File: src/rtl/pfdl_pkg.sv
package pfdl_pkg;
  typedef enum logic [1:0] {
    PH_IDLE = 2'd0,
    PH_LEAD = 2'd1,
    PH_LAG  = 2'd2
  } ph_state_t;
endpackage

File: src/rtl/pfdl_phase.sv
module pfdl_phase
  import pfdl_pkg::*;
#(
  parameter int UNLOCK_W  = 8,
  parameter int FIRST_CAP = 2,
  localparam int CW = $clog2(UNLOCK_W + 1)
) (
  input  logic          clk,
  input  logic          rst_n,
  input  logic          sleep_i,
  input  logic          pol_i,
  input  logic          ref_i,
  input  logic          div_i,
  output logic          up_o,
  output logic          dn_o,
  output logic          done_o,
  output logic [CW-1:0] width_o,
  output logic          over_o
);

  ph_state_t   st_q, st_n;
  logic [CW-1:0] cnt_q, cnt_n, cnt_inc;
  logic [CW-1:0] width_q, width_n;
  logic        ref_d_q, div_d_q;
  logic        ref_evt, div_evt;
  logic        done_q, done_n;
  logic        over_q, over_n;
  logic        blip_q, blip_n;
  logic        first_q, first_n;
  logic        capped, raw_up, raw_dn;

  assign ref_evt = ref_i & ~ref_d_q;
  assign div_evt = div_i & ~div_d_q;
  assign cnt_inc = (cnt_q == CW'(UNLOCK_W)) ? cnt_q : cnt_q + CW'(1);

  // next-state logic
  always_comb begin
    st_n    = st_q;
    cnt_n   = cnt_q;
    width_n = width_q;
    done_n  = 1'b0;
    blip_n  = 1'b0;
    first_n = first_q;
    unique case (st_q)
      PH_IDLE: begin
        if (ref_evt && div_evt) begin
          done_n  = 1'b1;
          blip_n  = 1'b1;
          width_n = '0;
        end else if (ref_evt) begin
          st_n  = PH_LEAD;
          cnt_n = CW'(1);
        end else if (div_evt) begin
          st_n  = PH_LAG;
          cnt_n = CW'(1);
        end
      end
      PH_LEAD: begin
        if (div_evt) begin
          done_n  = 1'b1;
          blip_n  = 1'b1;
          width_n = cnt_q;
          st_n    = ref_evt ? PH_LEAD : PH_IDLE;
          cnt_n   = ref_evt ? CW'(1) : '0;
        end else begin
          cnt_n = cnt_inc;
        end
      end
      PH_LAG: begin
        if (ref_evt) begin
          done_n  = 1'b1;
          blip_n  = 1'b1;
          width_n = cnt_q;
          st_n    = div_evt ? PH_LAG : PH_IDLE;
          cnt_n   = div_evt ? CW'(1) : '0;
        end else begin
          cnt_n = cnt_inc;
        end
      end
      default: begin
        st_n  = PH_IDLE;
        cnt_n = '0;
      end
    endcase
    over_n = (cnt_n == CW'(UNLOCK_W)) && (cnt_q != CW'(UNLOCK_W));
    if (done_n) first_n = 1'b0;
    if (sleep_i) begin
      st_n    = PH_IDLE;
      cnt_n   = '0;
      done_n  = 1'b0;
      blip_n  = 1'b0;
      over_n  = 1'b0;
      first_n = 1'b1;
    end
  end

  // registers
  always_ff @(posedge clk or negedge rst_n) begin
    if (!rst_n) begin
      st_q    <= PH_IDLE;
      cnt_q   <= '0;
      width_q <= '0;
      ref_d_q <= 1'b0;
      div_d_q <= 1'b0;
      done_q  <= 1'b0;
      over_q  <= 1'b0;
      blip_q  <= 1'b0;
      first_q <= 1'b0;
    end else begin
      st_q    <= st_n;
      cnt_q   <= cnt_n;
      ref_d_q <= ref_i;
      div_d_q <= div_i;
      done_q  <= done_n;
      over_q  <= over_n;
      blip_q  <= blip_n;
      first_q <= first_n;
      if (done_n) width_q <= width_n;
    end
  end

  // output decode: window limited on the first comparison after wake
  assign capped = first_q && (int'(cnt_q) > FIRST_CAP);
  assign raw_up = ((st_q == PH_LEAD) && !capped) || blip_q;
  assign raw_dn = ((st_q == PH_LAG)  && !capped) || blip_q;
  assign up_o   = !sleep_i && (pol_i ? raw_up : raw_dn);
  assign dn_o   = !sleep_i && (pol_i ? raw_dn : raw_up);

  assign done_o  = done_q;
  assign width_o = width_q;
  assign over_o  = over_q;

  // measured width never exceeds the saturation point
  a_r5_width_bounded: assert property (@(posedge clk) disable iff (!rst_n)
    done_q |-> (int'(width_q) <= UNLOCK_W));

  // sleeping clears the comparator
  a_r7_sleep_clears: assert property (@(posedge clk) disable iff (!rst_n)
    sleep_i |=> (st_q == PH_IDLE && cnt_q == '0 && !blip_q));

endmodule

File: src/rtl/pfdl_lockdet.sv
module pfdl_lockdet #(
  parameter int UNLOCK_W = 8,
  parameter int LOCK_W   = 3,
  parameter int GOOD_N   = 3,
  parameter int CW       = 4,
  localparam int SW      = $clog2(GOOD_N + 1)
) (
  input  logic          clk,
  input  logic          rst_n,
  input  logic          sleep_i,
  input  logic          done_i,
  input  logic [CW-1:0] width_i,
  input  logic          over_i,
  output logic          lock_o
);

  logic          lock_q, lock_n;
  logic [SW-1:0] streak_q, streak_n;

  always_comb begin
    lock_n   = lock_q;
    streak_n = streak_q;
    if (sleep_i || over_i) begin
      lock_n   = 1'b0;
      streak_n = '0;
    end else if (done_i) begin
      if (int'(width_i) >= UNLOCK_W) begin
        lock_n   = 1'b0;
        streak_n = '0;
      end else if (int'(width_i) <= LOCK_W) begin
        if (streak_q != SW'(GOOD_N)) streak_n = streak_q + SW'(1);
        if (streak_n == SW'(GOOD_N)) lock_n = 1'b1;
      end else begin
        streak_n = '0;
      end
    end
  end

  always_ff @(posedge clk or negedge rst_n) begin
    if (!rst_n) begin
      lock_q   <= 1'b0;
      streak_q <= '0;
    end else begin
      lock_q   <= lock_n;
      streak_q <= streak_n;
    end
  end

  assign lock_o = sleep_i || lock_q;

  // a window reaching the unlock width drops the flag
  a_r5_over_drops: assert property (@(posedge clk) disable iff (!rst_n)
    (over_i && !sleep_i) |=> !lock_q);

  // the flag only rises on a completed comparison
  a_r6_rise_on_done: assert property (@(posedge clk) disable iff (!rst_n)
    $rose(lock_q) |-> $past(done_i && !sleep_i));

endmodule

File: src/rtl/pfdl_monmux.sv
module pfdl_monmux #(
  parameter int NCH = 2,
  localparam int SELW = 1 + $clog2(NCH)
) (
  input  logic            clk,
  input  logic            rst_n,
  input  logic            mon_sel_i,
  input  logic [SELW-1:0] tap_sel_i,
  input  logic [NCH-1:0]  ref_i,
  input  logic [NCH-1:0]  div_i,
  input  logic            lock_all_i,
  output logic            mon_o
);

  logic [SELW-2:0] chan_idx;
  logic [NCH-1:0]  src;
  logic            tap_sig;
  logic            mon_q, mon_n;

  assign chan_idx = tap_sel_i[SELW-2:0];
  assign src      = tap_sel_i[SELW-1] ? div_i : ref_i;

  always_comb begin
    tap_sig = 1'b0;
    if (int'(chan_idx) < NCH) tap_sig = src[chan_idx];
    mon_n = mon_sel_i ? tap_sig : lock_all_i;
  end

  always_ff @(posedge clk or negedge rst_n) begin
    if (!rst_n) mon_q <= 1'b0;
    else        mon_q <= mon_n;
  end

  assign mon_o = mon_q;

  // tap 0 follows the first reference input one cycle later
  a_r10_tap_ref0: assert property (@(posedge clk) disable iff (!rst_n)
    (mon_sel_i && tap_sel_i == '0) |=> (mon_q == $past(ref_i[0])));

endmodule

File: src/rtl/pfdl_dual_top.sv
module pfdl_dual_top #(
  parameter int NCH       = 2,
  parameter int UNLOCK_W  = 8,
  parameter int LOCK_W    = 3,
  parameter int GOOD_N    = 3,
  parameter int FIRST_CAP = 2,
  localparam int SELW     = 1 + $clog2(NCH),
  localparam int CW       = $clog2(UNLOCK_W + 1)
) (
  input  logic            clk,
  input  logic            rst_n,
  input  logic [NCH-1:0]  ref_pls,
  input  logic [NCH-1:0]  div_pls,
  input  logic [NCH-1:0]  pol_fwd,
  input  logic [NCH-1:0]  sleep,
  input  logic            mon_sel,
  input  logic [SELW-1:0] tap_sel,
  output logic [NCH-1:0]  pump_up,
  output logic [NCH-1:0]  pump_dn,
  output logic [NCH-1:0]  chan_lock,
  output logic            mon_out
);

  logic rst_meta, rst_sync_n;
  logic lock_all;

  // asynchronous assert, synchronous release
  always_ff @(posedge clk or negedge rst_n) begin
    if (!rst_n) begin
      rst_meta   <= 1'b0;
      rst_sync_n <= 1'b0;
    end else begin
      rst_meta   <= 1'b1;
      rst_sync_n <= rst_meta;
    end
  end

  for (genvar c = 0; c < NCH; c++) begin : g_ch
    logic          done_w, over_w;
    logic [CW-1:0] width_w;

    pfdl_phase #(
      .UNLOCK_W (UNLOCK_W),
      .FIRST_CAP(FIRST_CAP)
    ) i_phase (
      .clk    (clk),
      .rst_n  (rst_sync_n),
      .sleep_i(sleep[c]),
      .pol_i  (pol_fwd[c]),
      .ref_i  (ref_pls[c]),
      .div_i  (div_pls[c]),
      .up_o   (pump_up[c]),
      .dn_o   (pump_dn[c]),
      .done_o (done_w),
      .width_o(width_w),
      .over_o (over_w)
    );

    pfdl_lockdet #(
      .UNLOCK_W(UNLOCK_W),
      .LOCK_W  (LOCK_W),
      .GOOD_N  (GOOD_N),
      .CW      (CW)
    ) i_lockdet (
      .clk    (clk),
      .rst_n  (rst_sync_n),
      .sleep_i(sleep[c]),
      .done_i (done_w),
      .width_i(width_w),
      .over_i (over_w),
      .lock_o (chan_lock[c])
    );
  end

  assign lock_all = &chan_lock;

  pfdl_monmux #(.NCH(NCH)) i_monmux (
    .clk       (clk),
    .rst_n     (rst_sync_n),
    .mon_sel_i (mon_sel),
    .tap_sel_i (tap_sel),
    .ref_i     (ref_pls),
    .div_i     (div_pls),
    .lock_all_i(lock_all),
    .mon_o     (mon_out)
  );

  // lock monitor carries the AND of the channel flags
  a_r9_mon_lock: assert property (@(posedge clk) disable iff (!rst_sync_n)
    (!mon_sel) |=> (mon_out == $past(&chan_lock)));

  // a sleeping channel never drives its pump
  a_r7_sleep_quiet: assert property (@(posedge clk) disable iff (!rst_sync_n)
    (sleep[0] |-> (!pump_up[0] && !pump_dn[0])));

endmodule

File: config.mk
export PLATFORM = sky130hd
export DESIGN_NAME = pfdl_dual_top
export DESIGN_NICKNAME = d
export VERILOG_FILES = /design/src/rtl/pfdl_pkg.sv /design/src/rtl/pfdl_phase.sv /design/src/rtl/pfdl_lockdet.sv /design/src/rtl/pfdl_monmux.sv /design/src/rtl/pfdl_dual_top.sv
export SDC_FILE = /design/constraint.sdc
export NUM_CORES = 1
export LEC_CHECK = 0
export BUFFER_PORTS_ARGS = -buffer_cell sky130_fd_sc_hd__buf_2
export CAP_MARGIN = 20
export CORE_AREA = 2 2 66 68
export CTS_CLUSTER_SIZE = 16
export DETAILED_ROUTE_END_ITERATION = 10
export DIE_AREA = 0 0 68 70
export PLACE_DENSITY = 0.71
export SETUP_SLACK_MARGIN = 0.3
export SYNTH_ARGS = -nofsm -noshare
export SYNTH_HDL_FRONTEND = slang
export SYNTH_SLANG_ARGS = --single-unit
File: constraint.sdc
create_clock -name clk -period 3.9 [get_ports clk]
set_clock_uncertainty 0.2 [all_clocks]
set_input_delay 0.585 -clock clk [delete_from_list [all_inputs] [get_ports clk]]
set_output_delay 0.585 -clock clk [all_outputs]
set_load 0.005 [all_outputs]
==> run summary <==
=================================================================================
Run status                                                           finished, final reports clean
Clock sink count                                                               35
Cell count after synthesis                                                    232
Category of the most critical setup path                                  reg2out
Synth Area per Inst                                                      9.31 µm²
Number of synthesized register bits                                            35
Number of placement rows                                                       24
Die Span Y                                                                  70 µm
Number of global-route vias before repair                                    1583
Half-perimeter wire length after placement                                3.29 mm
Num ports                                                                      20
Root buffer cell                                                         clkbuf_8
Endpoint class of the critical path                                   output port
Later-pin clock latency in the skew report                                 290 ps
Sequential share of the synthesized area                                    40.6%
RSZ-0062 raised after global routing                                        false
Aggregate global routing overflow                                               0
Static leakage power                                                      1.03 nW
Clock-pin slew on the worst setup and hold paths                            70 ps
Wire length per cell after detailed routing                               14.4 µm
Average vias per placed instance                                             5.80
Overall die width                                                           68 µm
Number of placed instances with taps included                                 292
Final critical delay including setup and external delays                  2490 ps
Die Footprint                                                            4760 µm²
Max-Slew Margin vs Limit                                                    68.1%
H-tree levels                                                                   2
Multi-input gate area in the final layout                                1160 µm²
DRC violations left                                                             0
Number of fillers in the final layout                                         360
Unique masters post-synth                                                      48
Tot GR Track Use                                                            20.8%
Aggregate negative setup slack                                               0 ps
Post-Synthesis Cell Area                                                 2160 µm²
Design area                                                              2350 µm²
Clock buffers created by TritonCTS                                              5
Number of enable flip-flop cells after synthesis                                0
Worst hold slack after final layout                                       53.1 ps
Final setup violation count                                                     0
Hold WC Path Type                                                       reg2async
Via count                                                                    1747
Area added between synthesis and finish                                     8.98%
Standard cell area after detailed placement                              2260 µm²
Final hold vios                                                                 0
Fraction of synthesis flops using an asynchronous set or reset pin           100%
Net Count, Synth                                                              259
Clock Tree Buf Depth                                                            2
Critical path required time                                               3120 ps
Fin. max-slew vios                                                              0
Data arrival at the endpoint of the critical path                         1710 ps
Count of antenna-violating nets left after detailed routing                     0
Fraction of final layout cells with drive strength greater than 1           16.5%
Total iterations of the first detailed-routing run                              4
Worst-path maximum fanout                                                      10
Startpoint class of the critical path                                        flop
Commonest non-fill, non-tap cell in the layout                            dfrtp_1
Final Wtd Congestion                                                        0.901
Post-CTS Setup Bufs                                                             0
Core Box Area                                                            4140 µm²
Port Buffer Count                                                              19
Resized Gates After CTS                                                         0
Worst reg2reg setup slack                                                 1850 ps
IR drop worst, VDD                                                       0.228 mV
Register cell area after layout                                           876 µm²
Total length of routed wires                                              4.32 mm
Cts-stage hold buffer count                                                     1
First DRT Iteration DRCs                                                      130
Starting utilization of the core area                                       52.1%
CTS tree                                                                     done
Largest net degree at the start of global routing                              34
Power Density                                                          413 nW/µm²
Achievable Freq                                                           401 MHz
Number of non-filler instances in the completed layout                        301
Number of violations of the max-capacitance limit                               0
Commonest register cell after synthesis                                   dfrtp_1
Ratio of final minimum period to clock period                               63.9%
Number of antenna violations at the first check in global routing               0
Count of nets after finishing                                                 275
Slew of the pin with the lowest slew margin                                467 ps
Diodes inserted                                                                 0
Yosys warnings                                                                  0
Power Total                                                              0.972 mW
Leading cell types in the layout, fill and taps excluded             35 x dfrtp_1, 22 x nor2_1, 19 x buf_2
First-pass GRT wire length                                                7.45 mm
=================================================================================
-- where the power goes --
part           internal (mW)  switching, mW  leakage [nW]  total (mW)
registers              0.397         0.0321         0.458       0.429
clock network          0.122          0.131        0.0477       0.253
logic                  0.121          0.169         0.521       0.289
total                  0.640          0.332          1.03       0.972
-- cells by family (layout without fill, tap and decap cells) --
family          Yosys count  in the layout  share of synthesized area [%]
compound gates           61             61                           18.4
xor+xnor                  2              2                          0.811
fa+ha+maj                14             14                           8.11
buf+inv                  26             43                           5.56
flops                    35             35                           40.6
mux                      10             10                           5.45
other cells               1              1                          0.174
simple gates             83             83                           20.9
-- registers in the layout, indices dropped and copies added (netlist names) --
name	cells
rst_meta	1
rst_sync_n	1
i_monmux.mon_o	1
g_ch.i_phase.width_o	4
g_ch.i_lockdet.streak_q	4
g_ch.i_phase.first_q	2
g_ch.i_phase.over_o	2
g_ch.i_lockdet.lock_q	2
g_ch.i_phase.done_o	2
g_ch.i_phase.st_q	4
g_ch.i_phase.cnt_q	8
g_ch.i_phase.div_d_q	2
g_ch.i_phase.ref_d_q	2
-- path summary, 6_finish.rpt --
kind / from / to / cells after the start
setup / recovery: g_ch[0].i_phase.st_q[0] / pump_dn[0] / 6
hold / removal: rst_sync_n / g_ch[1].i_phase.cnt_q[0] / 1
setup reg to reg: g_ch[1].i_phase.st_q[0] / g_ch[1].i_phase.over_o / 6
hold reg to reg: rst_sync_n / g_ch[1].i_phase.cnt_q[0] / 1
max in group asynchronous: rst_n / rst_sync_n / 2
min in group clk: rst_meta / rst_sync_n / 0
-- area by class of cell --
class,count,area share [%]
sequential,35,37.2
clock inverter,3,0.638
multi-input combinational,171,49.4
timing repair buffer,21,4.78
clock buffer,5,2.92
inverter,14,2.23
tap,52,2.76
-- cells in the mapped netlist, drive strengths merged, types with 2 or more instances --
cell type  count  area [µm²]
and2b          4        31.3
inv           14        52.6
nor3           6        30.0
and2           5        31.3
a31oi          3        18.8
a21oi         17        85.1
or3            4        30.0
nand3b         2        15.0
nand3          7        35.0
nand2         14        55.1
a21boi         4        30.0
nor4b          2        17.5
nor2          22        82.6
ha            14         175
mux2           4        45.0
o21ai         15        75.1
nand2b         4        25.0
nand4b         3        26.3
a211oi         2        15.0
or2            4        25.0
a22o           2        17.5
dfrtp         35         876
buf            6        45.0
clkbuf         6        22.5
o31ai          2        15.0
a22oi          4        30.0
a41oi          2        25.0
and3           2        12.5
xnor2          2        17.5
a2111oi        2        17.5
o21a           3        22.5
nand4          2        12.5
a32oi          2        17.5
mux2i          5        50.1
-- through the flow --
step / util [%] / worst slack (ps)
floorplan: - / 1760
global placement: 54.5 / 1740
detailed placement: 54.5 / 1730
CTS: 56.8 / 1410
global route: 56.8 / 1270
finish: 56.8 / 1410
-- routing by layer --
layer  wire [µm]  GRT usage [%]  part of all wire [%]  up-vias
met5           0              0                     0        -
met4          70           7.56                   1.6        0
met3         243           4.35                   5.6        7
met2        1970           31.7                    45       50
met1        2040           29.0                    47      836
li1            -              -                     -      854
-- critical path: stages (launching register included) --
cell     delay, ps
dfrtp_1        400
inv_1           80
ha_1           310
mux2_2         300
a21oi_1        150
nor2_1          50
buf_2          120
Power figures use the tool's default switching activity.
